**src/rtl/ctm_pkg.sv**
```systemverilog
// Package: shared constants and types for the core timer prescaler.
// Assumes byte offsets on an 8-bit register address.
package ctm_pkg;
    localparam int ADDR_W    = 8;
    localparam int SRC_BIT   = 8;   // control: source select position
    localparam int STEP_BIT  = 9;   // control: step select position
    localparam logic [ADDR_W-1:0] CTRL_OFS  = 8'h00;
    localparam logic [ADDR_W-1:0] PRESC_OFS = 8'h08;

    typedef struct packed {
        logic step_two;   // 1: counter advances by 2 per tick
        logic src_bus;    // 1: bus pulses drive the rate logic
    } ctm_ctrl_t;
endpackage

```
**src/rtl/ctm_regs.sv**
```systemverilog
// Module: ctm_regs
// Holds the control and prescaler registers behind a simple write port
// and a combinational read port. Writes to unmapped offsets are dropped.
// Assumes DATA_W is wider than the highest control bit position.
module ctm_regs
    import ctm_pkg::*;
#(
    parameter int AW     = ADDR_W,
    parameter int DATA_W = 32
) (
    input  logic              clk,
    input  logic              rst_n,
    input  logic              wr_en,
    input  logic [AW-1:0]     wr_addr,
    input  logic [DATA_W-1:0] wr_data,
    input  logic [AW-1:0]     rd_addr,
    output logic [DATA_W-1:0] rd_data,
    output ctm_ctrl_t         ctrl,
    output logic [DATA_W-1:0] presc
);
    logic hit_ctrl;
    logic hit_presc;

    assign hit_ctrl  = wr_en && (wr_addr == AW'(CTRL_OFS));
    assign hit_presc = wr_en && (wr_addr == AW'(PRESC_OFS));

    // Control register: keep only the source and step bits.
    always_ff @(posedge clk) begin
        if (!rst_n) begin
            ctrl <= '0;
        end else if (hit_ctrl) begin
            ctrl.src_bus  <= wr_data[SRC_BIT];
            ctrl.step_two <= wr_data[STEP_BIT];
        end
    end

    // Prescaler register: full-width store.
    always_ff @(posedge clk) begin
        if (!rst_n) begin
            presc <= '0;
        end else if (hit_presc) begin
            presc <= wr_data;
        end
    end

    // Read mux: mapped registers in place, zero elsewhere.
    always_comb begin
        rd_data = '0;
        if (rd_addr == AW'(CTRL_OFS)) begin
            rd_data[SRC_BIT]  = ctrl.src_bus;
            rd_data[STEP_BIT] = ctrl.step_two;
        end else if (rd_addr == AW'(PRESC_OFS)) begin
            rd_data = presc;
        end
    end

    // a write to an unmapped offset leaves both registers unchanged.
    p_unmapped_ignored_r3: assert property (@(posedge clk) disable iff (!rst_n)
        (wr_en && !hit_ctrl && !hit_presc) |=> ($stable(ctrl) && $stable(presc)))
        else $error("unmapped write changed a register");
endmodule

```
**src/rtl/ctm_src_mux.sv**
```systemverilog
// Module: ctm_src_mux
// Picks the enable pulse of the selected source. Both sources are
// pulses in the block clock domain, so this is a plain enable mux.
module ctm_src_mux #(
    parameter int N_SRC = 2
) (
    input  logic [N_SRC-1:0]         src_pulse,
    input  logic [$clog2(N_SRC)-1:0] sel,
    output logic                     sel_pulse
);
    // Enable select: one pulse input drives the rate logic.
    always_comb begin
        sel_pulse = 1'b0;
        for (int i = 0; i < N_SRC; i++) begin
            if (sel == ($clog2(N_SRC))'(i)) sel_pulse = src_pulse[i];
        end
    end
endmodule

```
**src/rtl/ctm_frac_rate.sv**
```systemverilog
// Module: ctm_frac_rate
// Fractional rate generator. Each enabled pulse adds 2^(W-1); when the
// sum reaches the prescaler, one tick is issued and the prescaler is
// subtracted. Prescalers at or below 2^(W-1) tick on every pulse; zero
// never ticks. At most one tick per pulse.
module ctm_frac_rate #(
    parameter int DATA_W = 32
) (
    input  logic              clk,
    input  logic              rst_n,
    input  logic              en,
    input  logic [DATA_W-1:0] presc,
    output logic              hit,
    output logic              tick
);
    localparam logic [DATA_W:0] HALF = {2'b01, {(DATA_W-1){1'b0}}};

    logic [DATA_W-1:0] acc;
    logic [DATA_W-1:0] acc_nxt;
    logic [DATA_W:0]   sum;
    logic [DATA_W:0]   p_ext;
    logic              unit_rate;
    logic              p_zero;

    assign p_ext     = {1'b0, presc};
    assign sum       = {1'b0, acc} + HALF;
    assign p_zero    = (presc == '0);
    assign unit_rate = !p_zero && (p_ext <= HALF);

    // Next accumulator value and this edge's tick decision.
    always_comb begin
        hit     = 1'b0;
        acc_nxt = acc;
        if (en && !p_zero) begin
            if (unit_rate) begin
                hit     = 1'b1;
                acc_nxt = '0;
            end else if (sum >= p_ext) begin
                hit     = 1'b1;
                acc_nxt = DATA_W'(sum - p_ext);
            end else begin
                acc_nxt = DATA_W'(sum);
            end
        end
    end

    // Accumulator and registered tick strobe.
    always_ff @(posedge clk) begin
        if (!rst_n) begin
            acc  <= '0;
            tick <= 1'b0;
        end else begin
            acc  <= acc_nxt;
            tick <= hit;
        end
    end

    // a unit-rate prescaler ticks after every enabled pulse.
    p_unit_rate_r5: assert property (@(posedge clk) disable iff (!rst_n)
        (en && !p_zero && ({1'b0, presc} <= HALF)) |=> tick)
        else $error("unit-rate pulse did not tick");

    // a zero prescaler gives no tick and holds the accumulator.
    p_zero_hold_r7: assert property (@(posedge clk) disable iff (!rst_n)
        (presc == '0) |=> (!tick && $stable(acc)))
        else $error("zero prescaler produced activity");
endmodule

```
**src/rtl/ctm_counter.sv**
```systemverilog
// Module: ctm_counter
// Free-running counter; advances by one or two on each increment
// request and wraps at its width.
module ctm_counter #(
    parameter int CNT_W = 64
) (
    input  logic             clk,
    input  logic             rst_n,
    input  logic             inc,
    input  logic             step_two,
    output logic [CNT_W-1:0] count
);
    logic [CNT_W-1:0] step_amt;

    assign step_amt = {{(CNT_W-2){1'b0}}, step_two, ~step_two};

    // Counter register: add the step on each increment request.
    always_ff @(posedge clk) begin
        if (!rst_n) begin
            count <= '0;
        end else if (inc) begin
            count <= count + step_amt;
        end
    end

    // every advance equals the step chosen at that edge.
    p_step_size_r8: assert property (@(posedge clk) disable iff (!rst_n)
        inc |=> (count - $past(count) == ($past(step_two) ? CNT_W'(2) : CNT_W'(1))))
        else $error("counter advanced by the wrong step");

    // without a request the counter holds.
    p_hold_r7: assert property (@(posedge clk) disable iff (!rst_n)
        !inc |=> $stable(count))
        else $error("counter moved without a tick");
endmodule

```
**src/rtl/ctm_core_timer.sv**
```systemverilog
// Module: ctm_core_timer
// Top of the core timer prescaler: registers, source mux, fractional
// rate generator and the 64-bit counter. Source pulses are enables in
// the clk domain; register writes act from the edge that stores them.
module ctm_core_timer
    import ctm_pkg::*;
#(
    parameter int DATA_W = 32,
    parameter int CNT_W  = 64
) (
    input  logic              clk,
    input  logic              rst_n,
    input  logic              xtal_pulse,
    input  logic              bus_pulse,
    input  logic              cfg_wr,
    input  logic [7:0]        cfg_waddr,
    input  logic [DATA_W-1:0] cfg_wdata,
    input  logic [7:0]        cfg_raddr,
    output logic [DATA_W-1:0] cfg_rdata,
    output logic              tick,
    output logic [CNT_W-1:0]  count
);
    ctm_ctrl_t         ctrl;
    logic [DATA_W-1:0] presc;
    logic              sel_pulse;
    logic              hit;

    ctm_regs #(.AW(8), .DATA_W(DATA_W)) u_regs (
        .clk     (clk),
        .rst_n   (rst_n),
        .wr_en   (cfg_wr),
        .wr_addr (cfg_waddr),
        .wr_data (cfg_wdata),
        .rd_addr (cfg_raddr),
        .rd_data (cfg_rdata),
        .ctrl    (ctrl),
        .presc   (presc)
    );

    ctm_src_mux #(.N_SRC(2)) u_mux (
        .src_pulse ({bus_pulse, xtal_pulse}),
        .sel       (ctrl.src_bus),
        .sel_pulse (sel_pulse)
    );

    ctm_frac_rate #(.DATA_W(DATA_W)) u_rate (
        .clk   (clk),
        .rst_n (rst_n),
        .en    (sel_pulse),
        .presc (presc),
        .hit   (hit),
        .tick  (tick)
    );

    ctm_counter #(.CNT_W(CNT_W)) u_cnt (
        .clk      (clk),
        .rst_n    (rst_n),
        .inc      (hit),
        .step_two (ctrl.step_two),
        .count    (count)
    );

    // a tick only follows a pulse on the selected source.
    p_tick_needs_pulse_r4: assert property (@(posedge clk) disable iff (!rst_n)
        tick |-> $past(ctrl.src_bus ? bus_pulse : xtal_pulse))
        else $error("tick without a selected pulse");
endmodule

```
**config.mk**
```make
export PLATFORM = sky130hd
export DESIGN_NAME = ctm_core_timer
export DESIGN_NICKNAME = d
export VERILOG_FILES = /design/src/rtl/ctm_pkg.sv /design/src/rtl/ctm_regs.sv /design/src/rtl/ctm_src_mux.sv /design/src/rtl/ctm_frac_rate.sv /design/src/rtl/ctm_counter.sv /design/src/rtl/ctm_core_timer.sv
export SDC_FILE = /design/constraint.sdc
export NUM_CORES = 1
export LEC_CHECK = 0
export BUFFER_PORTS_ARGS = -buffer_cell sky130_fd_sc_hd__buf_2
export CORE_UTILIZATION = 50
export DETAILED_ROUTE_END_ITERATION = 10
export PLACE_DENSITY = 0.83
export SLEW_MARGIN = 20
export SYNTH_ARGS = -nofsm -noshare
export SYNTH_HDL_FRONTEND = slang
export SYNTH_SLANG_ARGS = --single-unit
export TNS_END_PERCENT = 20
```
**constraint.sdc**
```tcl
create_clock -name clk -period 4.4 [get_ports clk]
set_input_delay 0.22 -clock clk [delete_from_list [all_inputs] [get_ports clk]]
set_output_delay 0.22 -clock clk [all_outputs]
set_load 0.02 [all_outputs]
```
==> impl_metrics.toml, run 1 <==
[worst_setup_path]
r2r_cells = 9
critPathCaptureType = "register"
path_class = "register to register"
cp_data_required_time_ps = 4770
cp.arrival_ps = 3890
r2r-start = "u_regs.presc[25]"
cp_max_fo = 14
r2r_setup_slack_ps = 880
r2r_end = "u_rate.acc[18]"
crit_path_start_kind = "register"

[timing]
period_needed_ps = 3520
fin_hold_ws_ps = 35.20
final-hold-violation-count = 0
setup_slack_ps = 879.7
rsz0062_at_grt = "no"
setup-violations-final = 0
setup_tns_ps = 0
fin_skew_ps = 8.384
worstMarginPinSlew_ps = 1149
maxSlewViolCount = 0
post-route-period-util_pct = 80.01
fmax_mhz = 284.1
slew_headroom_pct = 23.30

[cells_and_area]
drive_gt1_share_pct = 18.41
nets = 1224
final_common_cell = "buf_2"
layout-area-overhead-vs-synth_pct = 17.44
final_cell_mix = "149 x buf_2, 137 x nand2_1, 131 x dfxtp_1, 98 x a21oi_1, 54 x inv_1"
finish.instance_area_sq_mm = 0.009472

[global_routing]
use_met3_pct = 6.071
grt_overflow_total = 0
grt_busiest_layer = "met2"
antenna_found_initial = 2
use_met2_pct = 44.80
grt_pass1_wl_mm = 37.84
grt_use_met1_pct = 39.21
grt_usage_pct = 28.99
grt_pass1_vias = 7575
grt_max_degree = 70

[floorplan]
die_w_microns = 129.0
die_area_sq_mm = 0.01664
rows = 46
io_pins = 150
die_h_microns = 129.0
start_util_pct = 50.96
core_area_sq_mm = 0.01583

[logic_synthesis]
netlist.area_leader.share_pct = 32.52
avgSynthCellArea_sq_um = 7.915
synth-edff-count = 0
synth.net_count = 1109
ys_warn_count = 0
synth_seq_area_share_pct = 32.52
synth_top_cell_by_area = "dfxtp_1"
synth_cells = 1019
synth_top_flop_cell = "dfxtp_1"
synth-seq-cells = 131
synth.distinct_cells = 71
synth-async-reset-ratio_pct = 0
syn-cell-area_sq_mm = 0.008065
synth_area_leaders = "dfxtp_1 33%, nand2_1 6.4%, a21oi_1 6.1%"

[clock_tree]
cts_made_buffers = 17
postCtsHoldBufs = 0
cts_buffer_depth = 2
cts-root-buf = "clkbuf_16"
htreeDepth = 4
cts_tree = "built"
postCtsSetupBuffers = 0
clk_pin_slew_ps = 60
cts_resized = 0
clock_latency_ps = 430
cts_sinks = 131

[placed_design]
place_area_sq_mm = 0.008932
gp_congestion = 0.9736
dp_hpwl_mm = 16.49
dp_slack_ps = 987.9
portBuffers = 149

[power]
powerDensity_mw_per_mm2 = 273.3
p_leak_nw = 3.833
irDropWorstVdd_mv = 0.2710
total_power_mw = 2.588

[flow_run]
drv_cap = 0

[routing]
drt-pass1-iter-count = 5
wirelength_mm = 23.68
wl_per_cell_microns = 17.37
via_per_inst = 6.134
drcViolationCount = 0
drt_iter0_markers = 753
postRouteAntennaNets = 0
vias = 8361

[outcome]
outcome = "finished clean"

[min_path]
holdPathEnd = "u_regs.presc[13]"
hp-start = "cfg_wdata[13]"
whs_path_depth = 3
hp-class = "input port to register"
-- final cells by class --
| cell class | instances | area (sq um) |
|---|---|---|
| Fill cell | 1446 | 6356 |
| Multi-Input combinational cell | 767 | 4990 |
| Sequential cell | 131 | 2623 |
| Timing Repair Buffer | 162 | 843.3 |
| Clock buffer | 21 | 450.4 |
| Tap cell | 216 | 270.3 |
| Inverter | 55 | 206.4 |
| Clock inverter | 10 | 86.33 |
| Antenna cell | 1 | 2.502 |
-- Yosys cell counts (17+ instances only) --
cell and n:
buf_2 17, o311ai_0 17, inv_1 55, a21oi_1 98, nand2b_1 41, nand2_1 138, nor4_1 25, or3_1 22
ha_1 35, or4_1 23, nor3_1 34, o21ai_0 33, dfxtp_1 131, mux2i_1 17, clkbuf_1 44, o41ai_1 20
nor2_1 30, nand3_1 34, o31ai_1 17
-- critical path, stage by stage, from the launching register on --
cell      delay (ps)
dfxtp_1          350
inv_1             70
ha_1             530
nand4_1          240
or4_1            610
o221ai_4         390
o21ai_1          230
nor2_1           500
buf_4            330
a32o_1           200
-- layer usage --
layer	up-vias	routed length, microns
li1	4012	-
met1	3892	10510
met2	400	10650
met3	55	1889
met4	2	613
met5	-	12
-- worst max-delay path by stage --
stage                                 from              end  slack [ps]  depth (start not counted)
after floorplan           u_regs.presc[24]  u_cnt.count[49]        1600                         12
after global placement    u_regs.presc[20]   u_rate.acc[18]        1110                         10
after detailed placement  u_regs.presc[25]   u_rate.acc[18]         990                          9
after CTS                 u_regs.presc[25]   u_rate.acc[18]         950                          9
after global routing      u_regs.presc[20]   u_rate.acc[18]         710                         10
final                     u_regs.presc[25]   u_rate.acc[18]         880                          9
-- power breakdown --
part / switching [mW] / internal (mW)
clock: 0.528 / 0.782
sequential: 0.000611 / 1.19
combinational: 0.0596 / 0.0315
-- flip-flops by register name, indices dropped and copies added (netlist names) --
register,flops
u_regs.ctrl,2
u_rate.acc,32
u_regs.presc,32
u_rate.tick,1
u_cnt.count,64
-- cell families (layout without fill, tap and decap cells) --
group	count (synthesis)	after routing	synth area share, %
AO/OA/AOI/OAI	280	280	24.20
XOR/XNOR	20	20	2.172
adder cells (fa/ha/maj)	37	37	5.926
buffers and inverters	121	248	5.957
flip-flops	131	131	32.52
multiplexers	17	17	2.110
other	0	1	0
AND/OR/NAND/NOR	413	413	27.12
-- through the flow --
stage	utilization (%)	instances
2_1_floorplan	-	1019
3_3_place_gp	56.42	1331
5_1_grt	59.84	1363
6_report	59.84	1363
3_5_place_dp	56.43	1331
4_1_cts	59.83	1362
Power figures use the tool's default switching activity.
==> run 2: changes to the inputs <==
--- a/config.mk
+++ b/config.mk
@@ -5,10 +5,11 @@
 export SDC_FILE = /design/constraint.sdc
 export NUM_CORES = 1
 export LEC_CHECK = 0
+export ABC_AREA = 1
 export BUFFER_PORTS_ARGS = -buffer_cell sky130_fd_sc_hd__buf_2
 export CORE_UTILIZATION = 50
 export DETAILED_ROUTE_END_ITERATION = 10
-export PLACE_DENSITY = 0.83
+export PLACE_DENSITY = 0.82
 export SLEW_MARGIN = 20
 export SYNTH_ARGS = -nofsm -noshare
 export SYNTH_HDL_FRONTEND = slang
==> constraint.sdc (replaced) <==
create_clock -name clk -period 3.6 [get_ports clk]
set_input_delay 0.18 -clock clk [delete_from_list [all_inputs] [get_ports clk]]
set_output_delay 0.18 -clock clk [all_outputs]
set_load 0.02 [all_outputs]
==> impl_metrics.toml, run 2 <==
[global_routing]
grt_pass1_wl_mm = 47.06
grt_usage_pct = 30.45
antenna_found_initial = 0
grt_max_degree = 71
grt_pass1_vias = 9425
grt_overflow_total = 0

[power]
clock_power_share_pct = 54.7
powerDensity_mw_per_mm2 = 325.6
irDropWorstVdd_mv = 0.3368
combPwrFrac_pct = 4.3
p_sw_share_pct = 22.32
p_leak_nw = 4.992
p_int_mw = 2.752
total_power_mw = 3.543
power_switching_mw = 0.7908
p_seq_share_pct = 41.0

[logic_synthesis]
synth_top_cell_by_area = "dfxtp_1"
synth-seq-cells = 131
synth_cells = 1517
synth.net_count = 1607
netlist.area_leader.share_pct = 28.12
synth_seq_area_share_pct = 28.12
synth-async-reset-ratio_pct = 0
ys_warn_count = 0
synth_area_leaders = "dfxtp_1 28%, nand2_1 17%, a21oi_1 8.2%"
synth.distinct_cells = 37
synth-edff-count = 0
synth.most_common_cell = "nand2_1"
avgSynthCellArea_sq_um = 6.147
synth_top_flop_cell = "dfxtp_1"
syn-cell-area_sq_mm = 0.009325
synthTopCellsByCount = "431 x nand2_1, 177 x nor2_1, 172 x inv_1, 152 x a21oi_1, 131 x dfxtp_1"

[worst_setup_path]
critPathMaxStageDelay_ps = 470
critPathCapture = "u_cnt.count[62]"
critPathCaptureType = "register"
crit_top_cell = "nand3_1"
crit_path_start = "u_regs.ctrl[1]"
r2r_cells = 14
path_class = "register to register"
cp_max_fo = 5
crit_path_start_kind = "register"
r2r-start = "u_regs.ctrl[1]"
r2r_end = "u_cnt.count[62]"
cp_slowest_cell = "fa_1"
cp_data_required_time_ps = 3900
r2r_setup_slack_ps = 580
cp.arrival_ps = 3330
crit_chain = "inv_1 -> ha_1 -> inv_1 -> fa_1 -> inv_1 -> nand3_1 -> nor2_1 -> nand3_1 -> nor3_2 -> nand3_1 -> nand2_1 -> nand2_1 -> nand3_1 -> a21oi_1"

[placed_design]
portBuffers = 149
dp_slack_ps = 658.1
gp_congestion = 1.001
dp_hpwl_mm = 22.13
placed_cells = 1857

[timing]
slew_headroom_pct = 43.94
worstMarginPinSlew_ps = 832.1
fin_hold_ws_ps = 24.92
post-route-period-util_pct = 84.00
setup_tns_ps = 0
fmax_mhz = 330.7
setup-violations-final = 0
fin_skew_ps = 10.01
rsz0062_at_grt = "no"
final-hold-violation-count = 0
maxSlewViolCount = 0
period_needed_ps = 3024
setup_slack_ps = 575.9

[clock_tree]
postCtsHoldBufs = 0
clk_pin_slew_ps = 60
cts_tree = "built"
postCtsSetupBuffers = 0
htreeDepth = 4
cts_made_buffers = 17
cts_sinks = 131
cts_buffer_depth = 2
cts_resized = 0
clock_latency_ps = 430
cts-root-buf = "clkbuf_16"

[routing]
vias = 10310
drcViolationCount = 18
wl_met3_mm = 1.955
drt-pass1-iter-count = 9
via_per_inst = 5.458
wl_per_cell_microns = 15.43
top_layer_used = "met4"
wl_met2_mm = 13.35
met1_length_mm = 13.25
drt_iter0_markers = 926
wirelength_mm = 29.14
postRouteAntennaNets = 0

[floorplan]
die_area_sq_mm = 0.01920
start_util_pct = 51.39
die_w_microns = 138.6
core_area_sq_mm = 0.01815
io_pins = 150
die_h_microns = 138.6
rows = 49

[cells_and_area]
nets = 1737
layout-area-overhead-vs-synth_pct = 16.66
largest_register_ff_count = 64
antennaDiodeCount = 0
reg_top3 = "u_cnt.count (64), u_rate.acc (32), u_regs.presc (32)"
final_common_cell = "nand2_1"
largest-register = "u_cnt.count"
final_cell_mix = "431 x nand2_1, 177 x nor2_1, 172 x inv_1, 151 x a21oi_1, 149 x buf_2"
drive_gt1_share_pct = 13.31
fin_cells = 1889

[outcome]
violations = "design-rule violations"
outcome = "complete, but fails checks"

[min_path]
hp-class = "input port to register"

[flow_run]
drv_cap = 0
## run 2: cell count changes after synthesis, sizes merged, moves of 33 or more
| cell | delta |
|---|---|
| a21oi | +55 |
| nand2 | +301 |
| inv | +125 |
| nand2b | -41 |
| nand3 | +94 |
| nor2 | +152 |
| xor2 | +33 |
## run 2: power by group through the flow
| stage | registers [mW] | clock network (mW) | logic (mW) |
|---|---|---|---|
| floorplan | 1.49 | 0 | 0.0905 |
| global placement | 1.48 | 0 | 0.146 |
| detailed placement | 1.48 | 0 | 0.148 |
| CTS | 1.45 | 1.95 | 0.149 |
| global route | 1.45 | 2.01 | 0.167 |
| finish | 1.45 | 1.94 | 0.151 |
## run 2: worst min path at each step
stage                               from          endpoint  slack (ps)  depth (start not counted)
after CTS                  cfg_wdata[14]  u_regs.presc[14]          20                          3
after global placement     cfg_wdata[14]  u_regs.presc[14]         450                          3
after floorplan             cfg_wdata[8]    u_regs.ctrl[0]         370                          2
final                      cfg_wdata[16]  u_regs.presc[16]          20                          3
after global routing       cfg_wdata[23]  u_regs.presc[23]          50                          3
after detailed placement  u_rate.acc[17]    u_rate.acc[17]         460                          2
## run 2: metal layers
layer	track usage, %	vias up
li1	-	5142
met1	39.89	4725
met2	50.49	395
met3	5.628	48
met4	9.994	0
met5	0	-
## run 2: layout make-up
cell class	count	area, sq um
inverter	180	675.6
clock inverter	12	203.9
timing repair buffer	160	853.3
fill	1749	7268
sequential	131	2623
tap	229	286.5
multi-input combinational	1157	5791
clock buffer	20	446.7
## run 2: worst max-delay path, delay by kind of cell (launching register included)
family	cells	cell delay [ps]
flops	1	350
buf+inv	3	350
simple gates	8	1410
compound gates	1	70
fa+ha+maj	2	730
## run 2: per-stage QoR
step | utilization (%) | cell area, sq um
floorplan | - | 9325
global placement | 56.36 | 10230
detailed placement | 56.36 | 10230
CTS | 59.95 | 10880
global route | 59.95 | 10880
finish | 59.95 | 10880
## run 2: kinds of logic (layout without fill, tap and decap cells)
kind of cell               after synthesis  after routing  synth area share [%]
DFF                                    131            131                 28.12
and+or+nand+nor                        844            844                 38.99
adders and majority gates               37             37                 5.125
muxes                                    1              1                0.1073
buffers and inverters                  229            372                 9.956
AOI/OAI and AO/OA                      211            211                 11.69
xor gates and xnor gates                64             64                 6.011
==> run 3: changes to the inputs <==
==> constraint.sdc (replaced) <==
create_clock -name clk -period 3.01 [get_ports clk]
set_input_delay 0.1505 -clock clk [delete_from_list [all_inputs] [get_ports clk]]
set_output_delay 0.1505 -clock clk [all_outputs]
set_load 0.02 [all_outputs]
==> impl_metrics.toml, run 3 (synthesized netlist as in run 2, its figures left out) <==
[placed_design]
dp_hpwl_mm = 21.81
gp_congestion = 1.005
portBuffers = 149
place_area_sq_mm = 0.01025

[power]
clock_power_share_pct = 54.0
irDropWorstVdd_mv = 0.3969
combPwrFrac_pct = 4.5
p_leak_nw = 5.055
p_int_mw = 3.279
p_sw_share_pct = 21.81
power_switching_mw = 0.9144
powerDensity_mw_per_mm2 = 381.5
p_seq_share_pct = 41.5

[min_path]
hp-class = "input port to register"
hp-start = "cfg_wdata[1]"
whs_path_depth = 3
holdPathEnd = "u_regs.presc[1]"

[outcome]
outcome = "complete, but fails checks"
violations = "design-rule violations"

[worst_setup_path]
r2r-start = "u_regs.ctrl[1]"
r2r_setup_slack_ps = 350
cp_max_fo = 5
cp_data_required_time_ps = 3310
crit_family = "simple AND/OR/NAND/NOR gates"
r2r_cells = 14
cp.arrival_ps = 2960
critPathCaptureType = "register"
crit_path_start_kind = "register"
path_class = "register to register"
crit_chain = "inv_1 -> ha_1 -> inv_1 -> fa_1 -> inv_1 -> nand3_1 -> nor2_1 -> nand3_1 -> nor3_2 -> nand3_1 -> nand2_1 -> nand2_1 -> nand3_1 -> a21oi_1"
r2r_end = "u_cnt.count[62]"
critPathMaxStageDelay_ps = 450
crit_top_cell = "nand3_1"
crit_buf_inv = 3
path_depth = 14
cp_slowest_cell = "fa_1"

[routing]
vias = 10336
wirelength_mm = 28.71
drt_iter0_markers = 845
postRouteAntennaNets = 0
via_per_inst = 5.437
wl_per_cell_microns = 15.10
drt-pass1-iter-count = 9
drcViolationCount = 18

[clock_tree]
clk_pin_slew_ps = 60
cts_made_buffers = 17
clock_latency_ps = 430
cts_sinks = 131
htreeDepth = 4
cts_tree = "built"
postCtsSetupBuffers = 0
cts_resized = 0
cts-root-buf = "clkbuf_16"
cts_buffer_depth = 2

[timing]
final-hold-violation-count = 0
slew_headroom_pct = 53.60
period_needed_ps = 2664
fin_skew_ps = 9.981
setup-violations-final = 0
setup_tns_ps = 0
rsz0062_at_grt = "no"
worstMarginPinSlew_ps = 693.4
maxSlewViolCount = 0
fmax_mhz = 375.4
post-route-period-util_pct = 88.50

[cells_and_area]
antennaDiodeCount = 0
layout-area-overhead-vs-synth_pct = 17.85
largest-register = "u_cnt.count"
finish.instance_area_sq_mm = 0.01099
nets = 1751
final_common_cell = "nand2_1"
reg_top3 = "u_cnt.count (64), u_rate.acc (32), u_regs.presc (32)"
utilization_pct = 60.56
largest_register_ff_count = 64
n_fill_cell = 1710
drive_gt1_share_pct = 13.34
final_cell_mix = "431 x nand2_1, 177 x nor2_1, 172 x inv_1, 151 x a21oi_1, 149 x buf_2"

[floorplan]
start_util_pct = 51.39
rows = 49
die_w_microns = 138.6
io_pins = 150
core_area_sq_mm = 0.01815
die_area_sq_mm = 0.01920
die_h_microns = 138.6

[global_routing]
grt_pass1_vias = 9395
grt_overflow_total = 0
antenna_found_initial = 0
grt_max_degree = 76
grt_usage_pct = 30.18
grt_pass1_wl_mm = 46.32

[flow_run]
drv_cap = 0
## run 3: changes by cell type in the layout (fill, tap and decap cells not counted)
| cell | change |
|---|---|
| dlygate4sd3_1 | +11 |
| clkinvlp_4 | -1 |
| clkbuf_1 | -1 |
| clkinv_4 | -2 |
| inv_6 | -1 |
| buf_4 | +3 |
| clkinv_2 | +3 |
## run 3: worst reg2reg max path, cell delays in order, from the launching register on
cell,delay [ps]
dfxtp_1,320
inv_1,120
ha_1,230
inv_1,90
fa_1,450
inv_1,120
nand3_1,180
nor2_1,240
nand3_1,190
nor3_2,250
nand3_1,100
nand2_1,70
nand2_1,50
nand3_1,70
a21oi_1,70
## run 3: metrics by stage
step | std cells | setup slack, ps | hold WS, ps | power (mW)
after floorplan | 1517 | 577.8 | 341.6 | 1.886
after global placement | 1860 | 443.5 | 423.6 | 1.948
after detailed placement | 1860 | 369.7 | 435.3 | 1.951
after CTS | 1901 | 351.8 | 0.3442 | 4.203
after global routing | 1901 | 51.88 | 19.19 | 4.294
final | 1901 | 346.1 | 4.858 | 4.193
## run 3: cell type report
type | instances | area [sq um] | area share (%)
Multi-Input combinational cell | 1157 | 5791 | 52.69
Sequential cell | 131 | 2623 | 23.86
Timing Repair Buffer | 174 | 985.9 | 8.972
Inverter | 180 | 675.6 | 6.148
Clock buffer | 19 | 442.9 | 4.031
Tap cell | 229 | 286.5 | 2.607
Clock inverter | 11 | 185.2 | 1.685
## run 3: power by group through the flow
stage	clock network (mW)	logic [mW]	registers, mW
2_1_floorplan	0	0.108	1.78
3_3_place_gp	0	0.172	1.78
3_5_place_dp	0	0.176	1.78
4_1_cts	2.28	0.187	1.74
5_1_grt	2.35	0.210	1.74
6_report	2.26	0.190	1.74
## run 3: how the worst max path moves through the flow
stage	end	from	slack (ps)
after floorplan	u_cnt.count[62]	u_cnt.count[0]	580
after detailed placement	u_cnt.count[62]	u_regs.ctrl[1]	370
after CTS	u_cnt.count[62]	u_regs.ctrl[1]	350
after global placement	u_cnt.count[62]	u_regs.ctrl[1]	440
final	u_cnt.count[62]	u_regs.ctrl[1]	350
after global routing	u_cnt.count[54]	u_regs.ctrl[1]	50
## run 3: layer usage
metal | share of wire (%) | vias up | GRT usage [%] | wire, microns
li1 | - | 5175 | - | -
met1 | 43 | 4711 | 38.31 | 12450
met2 | 47 | 392 | 50.44 | 13420
met3 | 7.3 | 58 | 5.836 | 2101
met4 | 2.6 | 0 | 11.89 | 739
met5 | 0 | - | 0 | 0
## run 3: what timing repair did
item / CTS / global route
hold buffers: 11 / 0
setup endpoints to repair: 0 / 0
hold endpoints to repair: 11 / 0
